[src/rtl/rih_adder.sv]
module rih_adder #(
  parameter int W = 32,
  localparam int CW = $clog2(W + 2)
) (
  input  logic          clk,
  input  logic          rst_n,
  input  logic          start,
  input  logic [W-1:0]  a,
  input  logic [W-1:0]  b,
  output logic [W-1:0]  sum,
  output logic          cout,
  output logic          done,
  output logic [CW-1:0] steps
);

  logic          sel_q;
  logic [W-1:0]  s_q, c_q;
  logic          co_q;
  logic [CW-1:0] n_q;

  logic [W-1:0] cin, opx, opy, hs, hc;

  assign cin = {c_q[W-2:0], 1'b0};

  for (genvar i = 0; i < W; i++) begin : g_bit
    assign opx[i] = sel_q ? s_q[i] : a[i];
    assign opy[i] = sel_q ? cin[i] : b[i];
    assign hs[i]  = opx[i] ^ opy[i];
    assign hc[i]  = opx[i] & opy[i];
  end

  assign done  = sel_q & ~|c_q;
  assign sum   = s_q;
  assign cout  = co_q;
  assign steps = n_q;

  always_ff @(posedge clk) begin
    if (!rst_n) begin
      sel_q <= 1'b0;
      s_q   <= '0;
      c_q   <= '0;
      co_q  <= 1'b0;
      n_q   <= '0;
    end else if (!sel_q) begin
      if (start) begin
        s_q   <= hs;
        c_q   <= hc;
        co_q  <= 1'b0;
        n_q   <= CW'(1);
        sel_q <= 1'b1;
      end
    end else if (done) begin
      sel_q <= 1'b0;
    end else begin
      s_q  <= hs;
      c_q  <= hc;
      co_q <= co_q | c_q[W-1];
      n_q  <= n_q + CW'(1);
    end
  end


  ha_excl_chk: assert property (@(posedge clk) disable iff (!rst_n)
    sel_q |-> (c_q & s_q) == '0);


  cout_sticky_chk: assert property (@(posedge clk) disable iff (!rst_n)
    (sel_q && !done && cout) |=> cout);


  done_pulse_chk: assert property (@(posedge clk) disable iff (!rst_n)
    done |=> !done);


  step_bound_chk: assert property (@(posedge clk) disable iff (!rst_n)
    steps <= CW'(W + 1));


  ignore_busy_chk: assert property (@(posedge clk) disable iff (!rst_n)
    (sel_q && !done) |=> (sel_q && steps == $past(steps) + CW'(1)));


  hold_chk: assert property (@(posedge clk) disable iff (!rst_n)
    (!sel_q && !start) |=> ($stable(sum) && $stable(cout) && $stable(steps)));

endmodule

[config.mk]
export PLATFORM = sky130hd
export DESIGN_NAME = rih_adder
export DESIGN_NICKNAME = d
export VERILOG_FILES = /design/src/rtl/rih_adder.sv
export SDC_FILE = /design/constraint.sdc
export NUM_CORES = 1
export LEC_CHECK = 0
export BUFFER_PORTS_ARGS = -buffer_cell sky130_fd_sc_hd__buf_2
export CORE_ASPECT_RATIO = 0.9
export CORE_MARGIN = 2
export CORE_UTILIZATION = 52
export CTS_CLUSTER_DIAMETER = 30
export CTS_CLUSTER_SIZE = 16
export DETAILED_ROUTE_END_ITERATION = 10
export GPL_TIMING_DRIVEN = 1
export PLACE_DENSITY = 0.82
export SLEW_MARGIN = 20
export SYNTH_ARGS = -nofsm -noshare
export SYNTH_HDL_FRONTEND = slang
export SYNTH_SLANG_ARGS = --single-unit
[constraint.sdc]
create_clock -name clk -period 2.5 [get_ports clk]
set_input_delay 0.25 -clock clk [delete_from_list [all_inputs] [get_ports clk]]
set_output_delay 0.25 -clock clk [all_outputs]
set_load 0.02 [all_outputs]
# Word level (Yosys, flattened, before mapping)
# Cells that the tools add are included.
[totals]
ff_bits = 72
[classes]
reduce_logical = 4
bitwise_logic = 66
eq_ne = 1
n_mux = 79
add_sub_neg = 1
[op_table]
columns = ["operator", "n"]
rows = [
  ["32-bit 2-to-1 mux", 6],
  ["1-bit 2-to-1 mux", 70],
  ["1-bit AND", 33],
  ["32-bit OR reduction", 1],
  ["1-bit bitwise XOR", 32],
  ["6-bit 2-to-1 mux", 3],
  ["6-bit by 1-bit adder with 6-bit output (second input constant)", 1],
  ["2-bit inequality test (second input constant)", 1],
  ["2-bit AND reduction", 1],
  ["2-bit nonzero test", 1],
  ["1-bit zero test", 1],
  ["1-bit bitwise OR", 1],
]

# Depth between registers and ports, before layout
# Gate-level depths: netlist (run 1).
[depth]
ltp_word = 5
depth_mapped = 7
ltp_nobuf = 5

# Worst setup path after synthesis (run 1)
# Ideal clock, no wire load.
[synth_path]
path_type = "reg2reg"
start = "reg sel_q"
end = "reg s_q[0] (netlist: sum[0])"
t_arrival_ns = 1.742
path_stages_with_launch = 6
path_slack_ns = 0.641
path_buffers = 2
setup_ns = 0.117
synth_period_minus_slack_ns = 1.859
path_cell_list = "dfxtp_1 -> clkbuf_1 -> buf_1 -> mux2_2 -> ha_1 -> a22o_1"
[synth_between]
elab_chain_len = 4
word_cells_on_any_way = 10
classes_between = "eq/ne: 1; mux: 5; bitwise: 2; reduce/logical: 2"
[synth_lines]
columns = ["item", "line_no", "source"]
rows = [
  ["from (decl)", "16", "logic sel_q;"],
  ["from (signal assigned)", "39", "sel_q <= 1'b0;"],
  ["from (signal assigned)", "50", "sel_q <= 1'b1;"],
  ["from (signal assigned)", "53", "sel_q <= 1'b0;"],
  ["1-bit 2-to-1 mux, on equally long branches", "26, 27", ""],
  ["1-bit bitwise XOR (*)", "28", "assign hs[i] = opx[i] ^ opy[i];"],
  ["named net hs[0]", "21", "logic [W-1:0] cin, opx, opy, hs, hc;"],
  ["32-bit 2-to-1 mux, on equally long branches", "45, 52", ""],
  ["32-bit 2-to-1 mux (*)", "44", "end else if (!sel_q) begin"],
  ["to (signal assigned)", "46", "s_q <= hs;"],
  ["to (signal assigned)", "55", "s_q <= hs;"],
  ["to (decl)", "17", "logic [W-1:0] s_q, c_q;"],
]
# The timed path passes the listed nets; every way through them passes the cells marked *. The select of a mux whose other input is x is not followed.
# A chain may end at the register's enable or synchronous reset.

# Final worst setup path (run 1)
[layout_path]
start = "reg c_q[16]"
end = "out done"
[layout_between]
elab_chain_len = 3
[layout_lines]
columns = ["item", "line_no", "source"]
rows = [
  ["from (decl)", "17", ""],
  ["from (signal assigned)", "41", "c_q <= '0;"],
  ["from (signal assigned)", "47", "c_q <= hc;"],
  ["from (signal assigned)", "56", "c_q <= hc;"],
  ["32-bit OR reduction", "32", "assign done = sel_q & ~|c_q;"],
  ["1-bit zero test", "32", ""],
  ["1-bit AND", "32", ""],
  ["to (decl)", "12", "output logic done,"],
]
# No other way between the ends.

==> results of run 1 <==
-- stage by stage --
step,instance area (um2),util [%],cells
after floorplan,3576,-,304
after global placement,4156,62.77,483
after detailed placement,4156,62.77,483
after CTS,4355,65.78,499
after global routing,4355,65.78,499
final,4355,65.78,499
-- synth_stat cells, drive strengths merged (2+ instances only) --
cell type and count:
a211o 2, a21oi 2, a22o 64, and2 2
buf 14, clkbuf 9, dfxtp 72, ha 33
mux2 63, nand2 10, nand3 3, nor4 10
o211a 2, o21ai 2, o311ai 2, or2 2
or4 3
-- cell families after synthesis --
group                      Yosys count
muxes                               63
DFF                                 72
AOI/OAI and AO/OA                   77
buffers and inverters               24
adders and majority gates           33
and+or+nand+nor                     35
-- registers in the layout, indices dropped and copies added, names as in the netlist --
| signal | flops |
|---|---|
| sel_q | 1 |
| cout | 1 |
| sum | 32 |
| c_q | 32 |
| steps | 6 |
-- where the power goes --
part / internal, mW / switching, mW
sequential: 1.41 / 0.190
combinational: 0.810 / 0.918
clock: 0.514 / 0.407
-- layer usage --
metal / GRT usage [%] / vias up / wire [um]
li1: - / 1386 / -
met1: 27.68 / 1326 / 3688
met2: 34.93 / 83 / 3600
met3: 4.991 / 5 / 380
met4: 7.727 / 0 / 55
met5: 0 / - / 0
-- worst register-to-register path: stages (launching register included) --
cell and delay [ns]:
sky130_fd_sc_hd__dfxtp_1 0.33, sky130_fd_sc_hd__nor4_1 0.29, sky130_fd_sc_hd__nand2_1 0.15, sky130_fd_sc_hd__nor4_2 0.45, sky130_fd_sc_hd__o21ai_4 0.27, sky130_fd_sc_hd__buf_12 0.26, sky130_fd_sc_hd__a22o_1 0.25
-- area by class of cell --
cell class | instances | area [um2] | share of cell area [%]
Multi-Input combinational cell | 208 | 2009 | 46.14
Clock inverter | 3 | 40.04 | 0.9193
Timing Repair Buffer | 112 | 588.1 | 13.50
Tap cell | 90 | 112.6 | 2.585
Clock buffer | 13 | 158.9 | 3.648
Sequential cell | 72 | 1443 | 33.12
Inverter | 1 | 3.754 | 0.08618
-- worst paths after layout --
check / start / end / slack, ns / cells after the start
worst min register to register: sum[4]$_SDFFE_PN0P_ / sum[4]$_SDFFE_PN0P_ / 0.49 / 1
worst min-delay path: rst_n / steps[0]$_SDFFE_PN0P_ / 0.21 / 2
worst max-delay path: c_q[16]$_SDFFE_PN0P_ / done / 0.15 / 6
worst max register to register: c_q[16]$_SDFFE_PN0P_ / sum[8]$_SDFFE_PN0P_ / 0.39 / 6
-- layout by cell type, fill, tap and decap left out, types with 2 or more instances in the layout --
master,n
sky130_fd_sc_hd__o211a_1,2
sky130_fd_sc_hd__a22o_1,64
sky130_fd_sc_hd__o311ai_0,2
sky130_fd_sc_hd__nand2_1,10
sky130_fd_sc_hd__nand3_1,3
sky130_fd_sc_hd__dfxtp_1,71
sky130_fd_sc_hd__nor4_1,9
sky130_fd_sc_hd__ha_1,33
sky130_fd_sc_hd__clkbuf_8,11
sky130_fd_sc_hd__buf_4,5
sky130_fd_sc_hd__or2_2,2
sky130_fd_sc_hd__buf_2,106
sky130_fd_sc_hd__a21oi_1,2
sky130_fd_sc_hd__or4_1,3
sky130_fd_sc_hd__clkinv_2,2
sky130_fd_sc_hd__a211o_1,2
sky130_fd_sc_hd__clkbuf_1,2
sky130_fd_sc_hd__and2_1,2
sky130_fd_sc_hd__mux2_2,63
==> tab_implementation.tex, run 1 <==
\begin{tabular}{lr}
\hline
Metric & Value \\
\hline
\multicolumn{2}{l}{\textbf{Clocking}} \\
\quad Clock transition at the register clock pins on the worst setup and hold paths after CTS & $\sim$0.070 ns \\
\quad Source-to-sink clock delay at the later pin of the worst-skew pair & between 0.3 and 0.4 ns \\
\quad Num CTS Buffers & 9 \\
\quad CTS tree & done \\
\quad Setup fix buffers added after clock tree synthesis & 0 \\
\quad Post-CTS sizing & 0 \\
\quad CTS Hold Bufs & 0 \\
\quad Clock sink count & 72 \\
\quad Cell at the root of the clock tree & sky130\_fd\_sc\_hd\_\_clkbuf\_8 \\
\quad Maximum level of the CTS H-tree & 3 \\
\quad Maximum clock insertion buffer count & 2 \\
\multicolumn{2}{l}{\textbf{Synth}} \\
\quad Distinct cells, synth & 31 \\
\quad Post-synthesis register bit count & between 70 and 80 \\
\quad Cell area after synthesis & 3576 um2 \\
\quad Cell count after synthesis & between 300 and 400 \\
\quad Adder-Cell Fraction of Synth Area & between 10\% and 20\% \\
\quad Top FF cell, synth & sky130\_fd\_sc\_hd\_\_dfxtp\_1 \\
\quad Average cell area after synthesis & 11.76 um2 \\
\quad Net count after synthesis & 404 \\
\quad Combinational family with the most area after synthesis & multiplexers \\
\quad Multiplexer share of the synthesized area & 19.84\% \\
\quad Sequential cell area fraction in the yosys report & roughly two fifths \\
\quad Number of enable-type register cells in the synthesized netlist & 0 \\
\quad Largest cells by area after synthesis & sky130\_fd\_sc\_hd\_\_dfxtp\_1 40\%, sky130\_fd\_sc\_hd\_\_mux2\_2 20\%, sky130\_fd\_sc\_hd\_\_a22o\_1 16\%, sky130\_fd\_sc\_hd\_\_ha\_1 12\%, sky130\_fd\_sc\_hd\_\_buf\_6 1.6\% \\
\quad Share of flip-flops with an asynchronous set or reset & 0\% \\
\quad Fraction of the mapped netlist area in compound gates & between 10\% and 20\% \\
\quad Post-synthesis cell type with the largest combined area & sky130\_fd\_sc\_hd\_\_dfxtp\_1 \\
\quad Area fraction in and, or, nand and nor cells after synthesis & $\sim$5.7\% \\
\quad Post-synthesis share of cell area spent on xor and xnor gates & 0\% \\
\quad Area share of the largest cell type after synthesis & between 40\% and 50\% \\
\quad Warning count from the yosys run & 0 \\
\multicolumn{2}{l}{\textbf{Status}} \\
\quad Result of the run & finished clean \\
\multicolumn{2}{l}{\textbf{Routing}} \\
\quad Total Routed Length & just under 8000 um \\
\quad Count of nets left with antenna violations after detail routing & 0 \\
\quad Number of remaining DRC errors & 0 \\
\quad Length of the first detailed-routing pass in iterations & 4 \\
\quad Ratio of routed vias to standard cells & approximately 5.6 \\
\quad Vias & $\sim$2.8k \\
\quad Count of routing violations after the opening detailed-route iteration & 106 \\
\quad Average wire length per cell after detail routing & 15.48 um \\
\multicolumn{2}{l}{\textbf{Die}} \\
\quad Vertical die dimension & 82.67 um \\
\quad Core area & approximately 6600 um2 \\
\quad Io pins & roughly 110 \\
\quad Initial core utilization & a little over half \\
\quad Die boundary width & 91.41 um \\
\quad Total die area & about 7600 um2 \\
\quad Placement Rows & 28 \\
\multicolumn{2}{l}{\textbf{Global route}} \\
\quad Via count of the first global-routing pass & $\sim$2.7k \\
\quad GRT Util Overall & about a fifth \\
\quad Global-route wire length before repair & 12,780 um \\
\quad Total overflow reported by the global router & 0 \\
\quad Antenna violations before repair & 0 \\
\quad Pin count of the biggest net entering global routing & 44 \\
\multicolumn{2}{l}{\textbf{Critical path}} \\
\quad Largest fanout on the critical path & 10 \\
\quad Data required time of the worst path & $\sim$2.3 ns \\
\quad Critical Path Start Type & flop \\
\quad Top Family by Delay on Critical Path & simple AND/OR/NAND/NOR gates \\
\quad Data arrival at the endpoint of the critical path & between 2 and 2.5 ns \\
\quad Crit end category & primary output \\
\quad Worst stage delay on the critical path & around 0.44 ns \\
\quad Max stage delay cell, worst path & sky130\_fd\_sc\_hd\_\_nor4\_2 \\
\quad CP bufs+invs & 2 \\
\quad Critical Path, Cell by Cell & nor4\_1, nand2\_1, nor4\_2, buf\_4, and2\_1, buf\_2 \\
\quad Type of the worst setup path & reg2out \\
\multicolumn{2}{l}{\textbf{Power}} \\
\quad IR Drop Worst-Case VDD & about 0.53 mV \\
\quad Cell area power density & around 1000 nW/um2 \\
\quad Leak pwr & between 2 and 2.5 nW \\
\quad Power after layout & between 4 and 5 mW \\
\multicolumn{2}{l}{\textbf{Timing}} \\
\quad Total Neg Setup Slack & 0 ns \\
\quad RSZ-0062 raised after global routing & false \\
\quad Number of hold-slack violations in the final timing report & 0 \\
\quad Final critical-path share of the clock period & between 90\% and 100\% \\
\quad Clock Skews & around 0.009 ns \\
\quad Headroom to the max-slew limit & roughly 55\% \\
\quad Maximum clock frequency & approximately 420 MHz \\
\quad Max-slew violation count & 0 \\
\quad Slew at the pin closest to its max-slew limit & just under 0.7 ns \\
\quad Final hold slack & between 0.2 and 0.25 ns \\
\quad Slack of the critical path & 0.1450 ns \\
\quad Final setup fails & 0 \\
\quad Time the worst path needs with I/O delays and setup & around 2.4 ns \\
\multicolumn{2}{l}{\textbf{Layout}} \\
\quad Relative area change from synthesis to final layout & 21.80\% \\
\quad Fraction of final layout cells with drive strength greater than 1 & approximately 48\% \\
\quad FILL cells & $\sim$560 \\
\quad Nets & $\sim$500 \\
\quad Total inserted antenna cells & 0 \\
\multicolumn{2}{l}{\textbf{Flow run}} \\
\quad Max capacitance violation total & 0 \\
\multicolumn{2}{l}{\textbf{Place}} \\
\quad Port buffer count & around 110 \\
\quad Pre-CTS worst setup slack & about 0.38 ns \\
\quad DP Wirelength & between 5000 and 6000 um \\
\quad Gpl congestion & about 0.73 \\
\multicolumn{2}{l}{\textbf{Hold path}} \\
\quad Worst hold path type & in2reg \\
\hline
\end{tabular}
Note: power is estimated with default switching activity, not from simulation.
==> run 2, diff against run 1 <==
--- a/config.mk
+++ b/config.mk
@@ -6,9 +6,11 @@
 export NUM_CORES = 1
 export LEC_CHECK = 0
 export BUFFER_PORTS_ARGS = -buffer_cell sky130_fd_sc_hd__buf_2
+export CELL_PAD_IN_SITES_DETAIL_PLACEMENT = 1
+export CELL_PAD_IN_SITES_GLOBAL_PLACEMENT = 1
 export CORE_ASPECT_RATIO = 0.9
 export CORE_MARGIN = 2
-export CORE_UTILIZATION = 52
+export CORE_UTILIZATION = 40
 export CTS_CLUSTER_DIAMETER = 30
 export CTS_CLUSTER_SIZE = 16
 export DETAILED_ROUTE_END_ITERATION = 10
==> run 2 against run 1 <==
Against the previous run:
- register-to-register slack about the same
- final area increased by 1.5%
- sequential power barely moved
==> tab_implementation.tex, run 2 (synthesized netlist as in run 1, its figures left out) <==
\begin{tabular}{lr}
\hline
Metric & Value \\
\hline
\multicolumn{2}{l}{\textbf{Layout}} \\
\quad Nets & 503 (was 504) \\
\quad Total inserted antenna cells & 0 (unchanged) \\
\quad Most common cell after layout, fill and taps aside & sky130\_fd\_sc\_hd\_\_buf\_2 (unchanged) \\
\quad Post-Layout Cell Count & 527 (was 499) \\
\quad Most used cells in the layout excluding fill and tap cells & 106 x sky130\_fd\_sc\_hd\_\_buf\_2, 71 x sky130\_fd\_sc\_hd\_\_dfxtp\_1, 64 x sky130\_fd\_sc\_hd\_\_a22o\_1, 63 x sky130\_fd\_sc\_hd\_\_mux2\_2, 33 x sky130\_fd\_sc\_hd\_\_ha\_1 (unchanged) \\
\quad Utilization after layout & 51.11\% (was 65.78\%) \\
\quad Relative area change from synthesis to final layout & 23.62\% (was 21.80\%) \\
\quad Design Area, Final & 4420 um2 (was 4355 um2) \\
\quad Fraction of final layout cells with drive strength greater than 1 & 48.04\% (was 47.92\%) \\
\multicolumn{2}{l}{\textbf{Place}} \\
\quad Port buffer count & 106 (unchanged) \\
\quad DP Wirelength & 6209 um (was 5427 um) \\
\quad Inst Count DP & 511 (was 483) \\
\quad Dpl cell area & 4200 um2 (was 4156 um2) \\
\quad Gpl congestion & 0.7883 (was 0.7333) \\
\quad Pre-CTS worst setup slack & 0.3284 ns (was 0.3767 ns) \\
\multicolumn{2}{l}{\textbf{Die}} \\
\quad Die boundary width & 103.7 um (was 91.41 um) \\
\quad Io pins & 107 (unchanged) \\
\quad Initial core utilization & 41.35\% (was 54.01\%) \\
\quad Total die area & 9713 um2 (was 7557 um2) \\
\quad Placement Rows & 32 (was 28) \\
\quad Core area & 8648 um2 (was 6621 um2) \\
\quad Vertical die dimension & 93.70 um (was 82.67 um) \\
\multicolumn{2}{l}{\textbf{Critical path}} \\
\quad Critical Path, Cell by Cell & nor4\_1, nand2\_1, nor4\_4, buf\_4, and2\_1, buf\_2 (was nor4\_1, nand2\_1, nor4\_2, buf\_4, and2\_1, buf\_2) \\
\quad Type of the worst setup path & reg2out (unchanged) \\
\quad Worst stage delay on the critical path & 0.37 ns (was 0.44 ns) \\
\quad Data arrival at the endpoint of the critical path & 2.06 ns (was 2.10 ns) \\
\quad Critical Path Start Type & flop (unchanged) \\
\quad Largest fanout on the critical path & 10 (unchanged) \\
\quad Data required time of the worst path & 2.25 ns (about the same) \\
\quad Crit end category & primary output (unchanged) \\
\quad Max stage delay cell, worst path & sky130\_fd\_sc\_hd\_\_nor4\_4 (was sky130\_fd\_sc\_hd\_\_nor4\_2) \\
\multicolumn{2}{l}{\textbf{Timing}} \\
\quad Final critical-path share of the clock period & 92.30\% (was 94.20\%) \\
\quad Final setup fails & 0 (unchanged) \\
\quad Time the worst path needs with I/O delays and setup & 2.308 ns (was 2.355 ns) \\
\quad Maximum clock frequency & 433.4 MHz (was 424.6 MHz) \\
\quad Clock Skews & 0.01015 ns (was 0.009208 ns) \\
\quad Max-slew violation count & 0 (unchanged) \\
\quad Number of hold-slack violations in the final timing report & 0 (unchanged) \\
\quad Total Neg Setup Slack & 0 ns (unchanged) \\
\quad Slack of the critical path & 0.1925 ns (was 0.1450 ns) \\
\quad Final hold slack & 0.2112 ns (was 0.2077 ns) \\
\quad Headroom to the max-slew limit & 51.33\% (was 54.77\%) \\
\quad RSZ-0062 raised after global routing & false (unchanged) \\
\quad Slew at the pin closest to its max-slew limit & 0.7273 ns (was 0.6758 ns) \\
\multicolumn{2}{l}{\textbf{Global route}} \\
\quad Via count of the first global-routing pass & 2,918 (was 2,700) \\
\quad Antenna violations before repair & 0 (unchanged) \\
\quad Pin count of the biggest net entering global routing & 58 (was 44) \\
\quad GRT Util Overall & 18.78\% (was 21.28\%) \\
\quad Total overflow reported by the global router & 0 (unchanged) \\
\quad Global-route wire length before repair & 14,780 um (was 12,780 um) \\
\multicolumn{2}{l}{\textbf{Clocking}} \\
\quad Maximum level of the CTS H-tree & 3 (unchanged) \\
\quad Clock transition at the register clock pins on the worst setup and hold paths after CTS & 0.08 ns (was 0.07 ns) \\
\quad Cell at the root of the clock tree & sky130\_fd\_sc\_hd\_\_clkbuf\_8 (unchanged) \\
\quad Clock sink count & 72 (unchanged) \\
\quad CTS tree & done (unchanged) \\
\quad Maximum clock insertion buffer count & 2 (unchanged) \\
\quad Num CTS Buffers & 9 (unchanged) \\
\quad Source-to-sink clock delay at the later pin of the worst-skew pair & 0.33 ns (was 0.34 ns) \\
\multicolumn{2}{l}{\textbf{Routing}} \\
\quad Total Routed Length & 8774 um (was 7724 um) \\
\quad Length of the first detailed-routing pass in iterations & 4 (unchanged) \\
\quad Count of nets left with antenna violations after detail routing & 0 (unchanged) \\
\quad Number of remaining DRC errors & 0 (unchanged) \\
\quad Count of routing violations after the opening detailed-route iteration & 70 (was 106) \\
\quad Vias & 2,808 (was 2,800) \\
\quad Average wire length per cell after detail routing & 16.65 um (was 15.48 um) \\
\quad Ratio of routed vias to standard cells & 5.328 (was 5.611) \\
\multicolumn{2}{l}{\textbf{Power}} \\
\quad Part of the total power dissipated in sequential elements & 37.3\% (was 37.6\%) \\
\quad Cell area power density & 991.6 nW/um2 (was 974.5 nW/um2) \\
\quad Power after layout & 4.383 mW (was 4.244 mW) \\
\quad Total net switching power & 1.590 mW (was 1.515 mW) \\
\quad IR Drop Worst-Case VDD & 0.4000 mV (was 0.5311 mV) \\
\quad Clock network fraction of total power & 22.6\% (was 21.7\%) \\
\quad Internal Dissipation & 2.794 mW (was 2.730 mW) \\
\quad Net Sw Frac & 36.26\% (was 35.68\%) \\
\quad Leak pwr & 2.091 nW (was 2.084 nW) \\
\quad Combinational cell fraction of total power & 40.1\% (was 40.7\%) \\
\multicolumn{2}{l}{\textbf{Hold path}} \\
\quad Worst hold path type & in2reg (unchanged) \\
\multicolumn{2}{l}{\textbf{Flow run}} \\
\quad Max capacitance violation total & 0 (unchanged) \\
\multicolumn{2}{l}{\textbf{Status}} \\
\quad Result of the run & finished clean (unchanged) \\
\hline
\end{tabular}
[run 2: path summary, 6_finish.rpt]
path                        startpoint                    end  slack [ns]  cells past startpoint
hold / removal                   rst_n  steps[0]$_SDFFE_PN0P_        0.21                      2
hold reg to reg      cout$_SDFFE_PN0P_      cout$_SDFFE_PN0P_        0.48                      2
setup reg to reg  c_q[25]$_SDFFE_PN0P_   sum[14]$_SDFFE_PN0P_        0.39                      6
setup / recovery  c_q[25]$_SDFFE_PN0P_                   done        0.19                      6
[run 2: cell type report]
class / count / area (um2)
fill: 994 / 4228
timing repair buffer: 111 / 593.1
clock inverter: 6 / 83.83
clock buffer: 10 / 127.6
inverter: 1 / 3.754
sequential: 72 / 1445
tap: 119 / 148.9
multi-input combinational: 208 / 2018
[run 2: routing by layer]
metal  GRT usage, %  vias to the layer above  part of all wire (%)
met1          24.97                     1354                    49
met4          6.532                        0                   1.2
met3          3.675                        9                   3.8
met5              0                        -                     0
met2          30.74                       66                    46
li1               -                     1379                     -
[run 2: power by group through the flow]
stage	Sequential, mW	Combinational (mW)	Clock [mW]
global placement	1.65	1.69	0
global route	1.68	1.95	1.08
CTS	1.63	1.77	1.02
finish	1.63	1.76	0.991
detailed placement	1.66	1.76	0
floorplan	1.81	1.07	0
[run 2: worst max-delay path, delay by kind of cell (launching register included)]
kind          cells  cell delay, ns
flops             1            0.34
buf+inv           2            0.39
simple gates      4            0.99
[run 2: what timing repair did]
item	4_1_cts	5_1_grt
hold buffers	0	0
buffers inserted	0	0
setup endpoints to repair	0	1
resized for setup	0	1
